File: src/rtl/batt_fault_pkg.sv
package batt_fault_pkg;

    localparam int NUM_BATT = 2;
    localparam int PHASE_W  = 3;

    typedef enum logic [1:0] {
        LED_OFF  = 2'd0,
        LED_ON   = 2'd1,
        LED_FAST = 2'd2,
        LED_SLOW = 2'd3
    } led_mode_t;

    typedef struct packed {
        logic good;
        logic warned;
    } batt_state_t;

    // Priority ranking of the combined battery health
    function automatic led_mode_t pick_mode(input logic [NUM_BATT-1:0] good,
                                            input logic [NUM_BATT-1:0] warned);
        led_mode_t m;
        if (&good)
            m = LED_OFF;
        else if (|warned)
            m = LED_ON;
        else if (~|good)
            m = LED_FAST;
        else
            m = LED_SLOW;
        return m;
    endfunction

    // Drive level for a mode at a given phase of the 8-phase cycle
    function automatic logic flash_level(input led_mode_t m,
                                         input logic [PHASE_W-1:0] ph);
        logic lvl;
        case (m)
            LED_OFF:  lvl = 1'b0;
            LED_ON:   lvl = 1'b1;
            LED_FAST: lvl = ph[0];
            default:  lvl = (ph < 3'd3);
        endcase
        return lvl;
    endfunction

endpackage

File: src/rtl/batt_sample_sched.sv
module batt_sample_sched #(
    parameter int SAMPLE_TICKS = 60
) (
    input  logic clk,
    input  logic rst,
    input  logic tick_i,
    input  logic busy_i,
    input  logic hold_i,
    output logic sample_o
);
    localparam int CNT_W = (SAMPLE_TICKS > 1) ? $clog2(SAMPLE_TICKS) : 1;
    localparam logic [CNT_W-1:0] CNT_LAST = CNT_W'(SAMPLE_TICKS - 1);

    logic [CNT_W-1:0] tick_cnt;
    logic             pending;
    logic             due;

    assign due      = !hold_i && tick_i && (tick_cnt == CNT_LAST);
    assign sample_o = !hold_i && !busy_i && (due || pending);

    always_ff @(posedge clk) begin
        if (rst || hold_i) begin
            tick_cnt <= '0;
            pending  <= 1'b0;
        end else begin
            if (tick_i)
                tick_cnt <= (tick_cnt == CNT_LAST) ? '0 : tick_cnt + 1'b1;
            pending <= busy_i && (due || pending);
        end
    end
endmodule

File: src/rtl/batt_track.sv
module batt_track
    import batt_fault_pkg::*;
#(
    parameter int WARN_TICKS = 18000
) (
    input  logic        clk,
    input  logic        rst,
    input  logic        tick_i,
    input  logic        fail_i,
    input  logic        sample_i,
    output batt_state_t state_o,
    output batt_state_t nxt_o,
    output logic        changed_o
);
    localparam int AGE_W = $clog2(WARN_TICKS + 1);
    localparam logic [AGE_W-1:0] AGE_MAX = AGE_W'(WARN_TICKS);

    batt_state_t     st;
    batt_state_t     nxt;
    logic            chg;
    logic            flipped;
    logic [AGE_W-1:0] bad_age;

    always_comb begin
        nxt     = st;
        chg     = 1'b0;
        flipped = 1'b0;
        if (sample_i) begin
            if (!fail_i != st.good) begin
                nxt.good = !fail_i;
                if (!fail_i)
                    nxt.warned = 1'b0;
                chg     = 1'b1;
                flipped = 1'b1;
            end else if (!st.good && !st.warned && (bad_age >= AGE_MAX)) begin
                nxt.warned = 1'b1;
                chg        = 1'b1;
            end
        end
    end

    always_ff @(posedge clk) begin
        if (rst) begin
            st.good   <= !fail_i;
            st.warned <= 1'b0;
            bad_age   <= '0;
        end else begin
            st <= nxt;
            if (flipped)
                bad_age <= '0;
            else if (tick_i && !st.good && (bad_age != AGE_MAX))
                bad_age <= bad_age + 1'b1;
        end
    end

    assign state_o   = st;
    assign nxt_o     = nxt;
    assign changed_o = chg;
endmodule

File: src/rtl/batt_led_pattern.sv
module batt_led_pattern
    import batt_fault_pkg::*;
#(
    parameter int FLASH_DIV = 25_000_000
) (
    input  logic      clk,
    input  logic      rst,
    input  led_mode_t mode_i,
    output logic      drive_o
);
    localparam int PRE_W = (FLASH_DIV > 1) ? $clog2(FLASH_DIV) : 1;
    localparam logic [PRE_W-1:0] PRE_LAST = PRE_W'(FLASH_DIV - 1);

    logic [PRE_W-1:0]   pre;
    logic [PHASE_W-1:0] phase;

    always_ff @(posedge clk) begin
        if (rst) begin
            pre   <= '0;
            phase <= '0;
        end else if (pre == PRE_LAST) begin
            pre   <= '0;
            phase <= phase + 1'b1;
        end else begin
            pre <= pre + 1'b1;
        end
    end

    assign drive_o = flash_level(mode_i, phase);
endmodule

File: src/rtl/batt_fault_top.sv
module batt_fault_top
    import batt_fault_pkg::*;
#(
    parameter int SAMPLE_TICKS = 60,
    parameter int WARN_TICKS   = 18000,
    parameter int FLASH_DIV    = 25_000_000
) (
    input  logic       clk,
    input  logic       rst,
    input  logic       tick_i,
    input  logic [1:0] fail_i,
    input  logic       dma_busy_i,
    input  logic       no_batt_i,
    input  logic       flip_i,
    output logic [1:0] led_mode_o,
    output logic       led_drive_o,
    output logic       event_o,
    output logic [1:0] bat_good_o,
    output logic [1:0] bat_warned_o
);
    logic                sample;
    batt_state_t         cur  [NUM_BATT];
    batt_state_t         nxt  [NUM_BATT];
    logic [NUM_BATT-1:0] chg;
    logic [NUM_BATT-1:0] good_nxt;
    logic [NUM_BATT-1:0] warn_nxt;
    led_mode_t           mode_q;
    led_mode_t           mode_eff;
    logic                event_q;

    batt_sample_sched #(.SAMPLE_TICKS(SAMPLE_TICKS)) u_sched (
        .clk      (clk),
        .rst      (rst),
        .tick_i   (tick_i),
        .busy_i   (dma_busy_i),
        .hold_i   (no_batt_i),
        .sample_o (sample)
    );

    for (genvar i = 0; i < NUM_BATT; i++) begin : g_batt
        batt_track #(.WARN_TICKS(WARN_TICKS)) u_track (
            .clk       (clk),
            .rst       (rst),
            .tick_i    (tick_i),
            .fail_i    (fail_i[i]),
            .sample_i  (sample),
            .state_o   (cur[i]),
            .nxt_o     (nxt[i]),
            .changed_o (chg[i])
        );
        assign good_nxt[i]     = nxt[i].good;
        assign warn_nxt[i]     = nxt[i].warned;
        assign bat_good_o[i]   = cur[i].good;
        assign bat_warned_o[i] = cur[i].warned;
    end

    always_ff @(posedge clk) begin
        if (rst) begin
            mode_q  <= pick_mode(~fail_i, '0);
            event_q <= 1'b0;
        end else begin
            event_q <= |chg;
            if (|chg)
                mode_q <= pick_mode(good_nxt, warn_nxt);
            else if (flip_i)
                mode_q <= led_mode_t'({mode_q[1], ~mode_q[0]});
        end
    end

    assign mode_eff = no_batt_i ? LED_OFF : mode_q;

    batt_led_pattern #(.FLASH_DIV(FLASH_DIV)) u_led (
        .clk     (clk),
        .rst     (rst),
        .mode_i  (mode_eff),
        .drive_o (led_drive_o)
    );

    assign led_mode_o = mode_eff;
    assign event_o    = event_q;
endmodule

File: config.mk
export PLATFORM = sky130hd
export DESIGN_NAME = batt_fault_top
export DESIGN_NICKNAME = d
export VERILOG_FILES = /design/src/rtl/batt_fault_pkg.sv /design/src/rtl/batt_sample_sched.sv /design/src/rtl/batt_track.sv /design/src/rtl/batt_led_pattern.sv /design/src/rtl/batt_fault_top.sv
export SDC_FILE = /design/constraint.sdc
export NUM_CORES = 1
export LEC_CHECK = 0
export BUFFER_PORTS_ARGS = -buffer_cell sky130_fd_sc_hd__buf_2
export CORE_MARGIN = 2
export CORE_UTILIZATION = 41
export CTS_CLUSTER_SIZE = 20
export DETAILED_ROUTE_END_ITERATION = 6
export PLACE_DENSITY = 0.61
export REMOVE_ABC_BUFFERS = 1
export SYNTH_ARGS = -nofsm -noshare
export SYNTH_HDL_FRONTEND = slang
export SYNTH_SLANG_ARGS = --single-unit
File: constraint.sdc
create_clock -name clk -period 3.1 [get_ports clk]
set_input_delay 0.62 -clock clk [delete_from_list [all_inputs] [get_ports clk]]
set_output_delay 0.62 -clock clk [all_outputs]
set_load 0.02 [all_outputs]
; Word level (Yosys, flattened, before mapping)
; Index checks and enable logic that the tools add are counted.
; Widths: inputs -> output; s select.
[op_classes]
div_mod_pow = 0
muxes = 33
bitwise_logic = 2
reduce_logical = 35
n_eq_ne = 8
mul = 0
shift = 0
n_lt_le_gt_ge = 3
add_sub_neg = 5
[op_table]
columns = cell, count
row1 = $add 15x1->15 const B, 2
row2 = $ge 15x15->1 const B, 2
row3 = $ne 15x15->1 const B, 2
row4 = $add 25x1->25 const B, 1
row5 = $eq 25x25->1 const B, 1
row6 = $mux 1, 21
row7 = $mux 2, 10
row8 = $reduce_or 2->1, 7
row9 = $logic_and 1x1->1, 13
row10 = $logic_not 1->1, 8
row11 = $add 6x1->6 const B, 1
row12 = $eq 6x6->1 const B, 1
row13 = $mux 6, 1
row14 = $reduce_and 2->1, 2
row15 = $add 3x1->3 const B, 1
row16 = $lt 3x2->1 const B, 1
row17 = $pmux 1 s3, 1
row18 = $reduce_bool 3->1, 1
row19 = $eq 2x1->1 const B, 1
row20 = $eq 2x2->1 const B, 1
row21 = $logic_not 2->1, 1
row22 = $logic_or 1x1->1, 2
row23 = $ne 1x1->1, 2
row24 = $not 2->2, 1
row25 = 2 further kinds, 2
[word_totals]
inputBits = 8
latch_bits = 0
memories = 0
wordCells = 99
rom_bits = 0
out_inout_bits = 8
mem_bits_rw = 0
reg_bits = 72

; Logic depth before layout (Yosys ltp)
[logic_depth]
ltp_word = 12
depth_mapped = 9
depth_no_buf = 8

; Cells and area by module
; Synthesis repeated with hierarchy kept, for this count alone.
[hier_totals]
cells_unflattened = 417
hier_area_um2 = 3616.0
[modules_own_cells]
columns = mod, cells_per_inst, area_each_um2, n_inst
row1 = batt_track, 105, 889.6, 2
row2 = batt_led_pattern, 154, 1312.5, 1
row3 = batt_sample_sched, 34, 334.1, 1
row4 = batt_fault_top, 19, 190.2, 1

; Least setup slack after synthesis
; Ideal clock, no wire load.
[synth_path]
path_type = input port to flip-flop
startpoint = input tick_i
endpoint = register mode_q[0], data pin
required_time_ps = 2844
path_buffers = 2
setup_slack_ps = 624
stages = 8
setup_time_ps = 256
arrival_time_ps = 2220
path_cell_list = buf_2 and4b_1 a41oi_1 clkbuf_1 nor2_1 o211ai_1 nand3_1 a31o_2
[synth_via]
elab_chain_len = 11
elab_cells_between_ends = 17
[synth_rtl]
columns = item, line
row1 = start: declaration, batt_fault_top.sv:10  ; input logic tick_i,
row2 = $logic_and 1x1->1 * (2 in series), batt_sample_sched.sv:18  ; assign due = !hold_i && tick_i && (tick_cnt == CNT_LAST);
row3 = $logic_or 1x1->1 *, batt_sample_sched.sv:19  ; assign sample_o = !hold_i && !busy_i && (due || pending);
row4 = $logic_and 1x1->1 *, batt_sample_sched.sv:19
row5 = $mux 2, batt_track.sv:28  ; if (sample_i) begin
row6 = $reduce_or 2->1, batt_fault_pkg.sv:26  ; else if (~|good)
row7 = $mux 1, batt_fault_pkg.sv:26
row8 = $mux 2, batt_fault_pkg.sv:24  ; else if (|warned)
row9 = $mux 2, batt_fault_pkg.sv:22  ; if (&good)
row10 = $mux 2 *, batt_fault_top.sv:63  ; if (|chg)
row11 = $mux 2 *, batt_fault_top.sv:58  ; if (rst) begin
row12 = end signal: assignment, batt_fault_top.sv:59  ; mode_q <= pick_mode(~fail_i, '0);
row13 = end signal: assignment, batt_fault_top.sv:64  ; mode_q <= pick_mode(good_nxt, warn_nxt);
row14 = end signal: assignment, batt_fault_top.sv:66  ; mode_q <= led_mode_t'({mode_q[1], ~mode_q[0]});
row15 = end: declaration, batt_fault_top.sv:27  ; led_mode_t mode_q;
; Mark *: on every way between the ends. The rest lies on a longest branch, timed or not. The select of a mux whose other input is x is not followed.
; A chain may end at the register's enable or synchronous reset.

; Final worst setup path
[layout_path]
startpoint = register g_batt[0].u_track.bad_age[0]
endpoint = register mode_q[1], data pin
[layout_via]
elab_chain_len = 10
[layout_rtl]
columns = item, line
row1 = start: declaration, batt_track.sv:22  ; logic [AGE_W-1:0] bad_age;
row2 = start signal: assignment, batt_track.sv:52  ; bad_age <= bad_age + 1'b1;
row3 = $ge 15x15->1, batt_track.sv:35  ; end else if (!st.good && !st.warned && (bad_age >= AGE_MAX)) begin
row4 = $logic_and 1x1->1, batt_track.sv:35
row5 = $mux 1, batt_track.sv:35
row6 = $mux 1, batt_track.sv:29  ; if (!fail_i != st.good) begin
row7 = $mux 2, batt_track.sv:28
row8 = $reduce_or 2->1, batt_fault_pkg.sv:24
row9 = $mux 2, batt_fault_pkg.sv:24
row10 = $mux 2, batt_fault_pkg.sv:22
row11 = $mux 2, batt_fault_top.sv:63
row12 = $mux 2, batt_fault_top.sv:58
; No other way between the ends. The select of a mux whose other input is x is not followed.

==> results.toml <==
[global_routing]
antenna_found_initial = 0
grt_max_degree = 26
overflow = 0
grt_pass1_wl_mm = 11.47
grt_pass1_vias = 2538
grt_util_all_layers = 0.1608

[finish]
final_common_cell = "nor2_1"
final_util = 0.4687
syn_to_final_growth_pct = 11.20
layout-drive-gt1-share = 0.09931
stdcell_count = 538
layout.cells.most_common_list = "nor2_1, dfxtp_1, nand3_1, xnor2_1, nand2_1"
nNetsFinal = 444
seq_area_um2 = 1461
n_antenna_cell = 0
multi_input_area_um2 = 1887
nFillCells = 808

[timing]
slew_headroom = 0.3254
period_share = 0.8385
finClkSkew_ns = 0.006756
rsz0062_at_grt = "false"
period_needed_ns = 2.599
fmax_mhz = 384.7
timing.setup.tns_ns = 0
report.final.setup_viol = 0
hold_viol = 0
worst_pin_slew_ns = 1.005
worst_slack_ns = 0.5006
finalMaxSlewViolations = 0

[clock_tree]
cts_made_buffers = 9
htree_levels = 3
clockRootBuffer = "clkbuf_8"
cts.repair.resized = 0
clk_pin_slew_ns = 0.07
hold_buffers = 0
clock_latency_ns = 0.35
cts_tree = "done"
cts_setup_buffers = 0
cts.sinks = 72
clk_path_buf_depth = 2

[job]
cap_viol_max_count = 0

[power]
p_leak_nw = 1.401
powerDensity_nw_per_um2 = 471.6
irDropWorstVdd_mv = 0.2259
total_power_mw = 1.816

[synth]
syn_area_per_cell_um2 = 8.447
ys_ff_latch = 72
ys_warn_count = 0
seq_area_frac_synth = 0.4220
syn-cell-area_um2 = 3463
synth_ff_type = "dfxtp_1"
synthCells = 410
synth-async-reset-ratio = 0
synth_cell_types = 48
synth-edff-count = 2

[placed_design]
io_buffers = 15
dp_cells = 522
pre_cts_ws_ns = 0.5139
place_congestion = 0.8070
dp.final_hpwl_mm = 4.636

[setup_path]
critical_path_class = "flop to flop"
cp_max_fo = 8
critPathRequiredTime_ns = 3.21
worstPathArrival_ns = 2.71
cp-end-kind = "flop"
reg2reg_slack_ns = 0.50
start_kind = "flop"

[floorplanning]
initial_utilization = 0.4215
die_y_um = 95.91
coreArea_um2 = 8217
die_w_um = 95.91
ios = 16
die-area_um2 = 9199
row_count = 33

[detailed_routing]
wl_mm = 6.601
wl_per_cell_um = 12.27
num_vias = 2789
first_pass_iters = 6
avgViaCountPerCell = 5.184
antenna_violating_nets_post_route = 0
drc_errors = 0
dr.first_iter.drc_count = 85

[run_status]
status = "completed"

[hold_path]
hp-class = "flop to flop"
==> report_power, final <==
group | total [mW] | leakage, nW | internal [mW] | switching, mW
combinational | 0.101 | 0.712 | 0.0393 | 0.0620
clock | 0.756 | 0.103 | 0.414 | 0.342
sequential | 0.959 | 0.586 | 0.944 | 0.0158
==> synthesized netlist by cell type, types with 2 or more instances <==
cell type / instances / area share
dfxtp_1: 70 / 0.40
nand4_1: 10 / 0.018
and3_1: 14 / 0.025
a211oi_1: 2 / 0.0043
nand2b_1: 2 / 0.0036
o21ai_0: 12 / 0.017
or4b_1: 4 / 0.012
clkbuf_1: 8 / 0.0087
or2_2: 2 / 0.0036
mux2i_1: 2 / 0.0058
or4_1: 2 / 0.0043
ha_1: 8 / 0.029
buf_2: 5 / 0.0072
and4_1: 2 / 0.0051
xor2_1: 20 / 0.051
or3b_2: 2 / 0.0051
or3_1: 12 / 0.022
nand2_1: 21 / 0.023
nor2_1: 72 / 0.078
nor3_1: 9 / 0.013
edfxtp_1: 2 / 0.017
nor4_1: 9 / 0.016
xnor2_1: 30 / 0.076
o31ai_1: 4 / 0.0087
nand3_1: 30 / 0.043
nor2b_1: 4 / 0.0072
a31oi_1: 2 / 0.0036
a21oi_1: 14 / 0.020
inv_1: 16 / 0.017
or4b_2: 2 / 0.0058
==> cells by family (layout without fill, tap and decap cells) <==
logic type	count (synthesis)	in the layout	share of synthesized area
xor+xnor	50	50	0.1264
fa+ha+maj	8	8	0.02890
buf+inv	29	52	0.03324
mux	2	2	0.005781
compound gates	46	46	0.08526
simple gates	203	203	0.2984
flops	72	72	0.4220
==> worst paths after layout <==
| check | start | cells past startpoint | to |
|---|---|---|---|
| max | g_batt[0].u_track.bad_age[0] | 7 | mode_q[1] |
| min | u_led.pre[0] | 1 | u_led.pre[0] |
| max reg2reg | g_batt[0].u_track.bad_age[0] | 7 | mode_q[1] |
| min reg2reg | u_led.pre[0] | 1 | u_led.pre[0] |
==> cell type report <==
cell class / count / share of cell area
Clock buffer: 13 / 0.04126
Clock inverter: 3 / 0.01040
Inverter: 16 / 0.01559
Multi-Input combinational cell: 309 / 0.4899
Sequential cell: 72 / 0.3795
Tap cell: 105 / 0.03411
Timing Repair Buffer: 20 / 0.02924
==> sequential cells by signal, summed over array words and instances (netlist names) <==
name,flops
g_batt.u_track.bad_age,30
u_led.pre,25
u_sched.tick_cnt,6
g_batt.u_track.state_o,4
u_led.phase,3
mode_q,2
event_o,1
u_sched.pending,1
==> metal layers <==
layer  track usage  share of wire
met1        0.2032           0.49
met2        0.2541           0.46
met3       0.04699          0.035
met4       0.07143          0.020
met5             0              0
==> through the flow <==
step / instance area, um2 / hold WS (ns)
6_report: 3851 / 0.4720
3_5_place_dp: 3652 / 0.4533
5_1_grt: 3851 / 0.4933
3_3_place_gp: 3652 / 0.4453
2_1_floorplan: 3408 / 0.4297
4_1_cts: 3851 / 0.4705
==> worst max-delay path: stages, from the launching register on <==
cell	delay (ns)
dfxtp_1	0.32
inv_1	0.10
ha_1	0.14
or4b_1	0.41
or4_1	0.68
a311oi_2	0.28
o32ai_1	0.16
a41o_1	0.25
No activity file was read; power rests on OpenSTA's default activity.
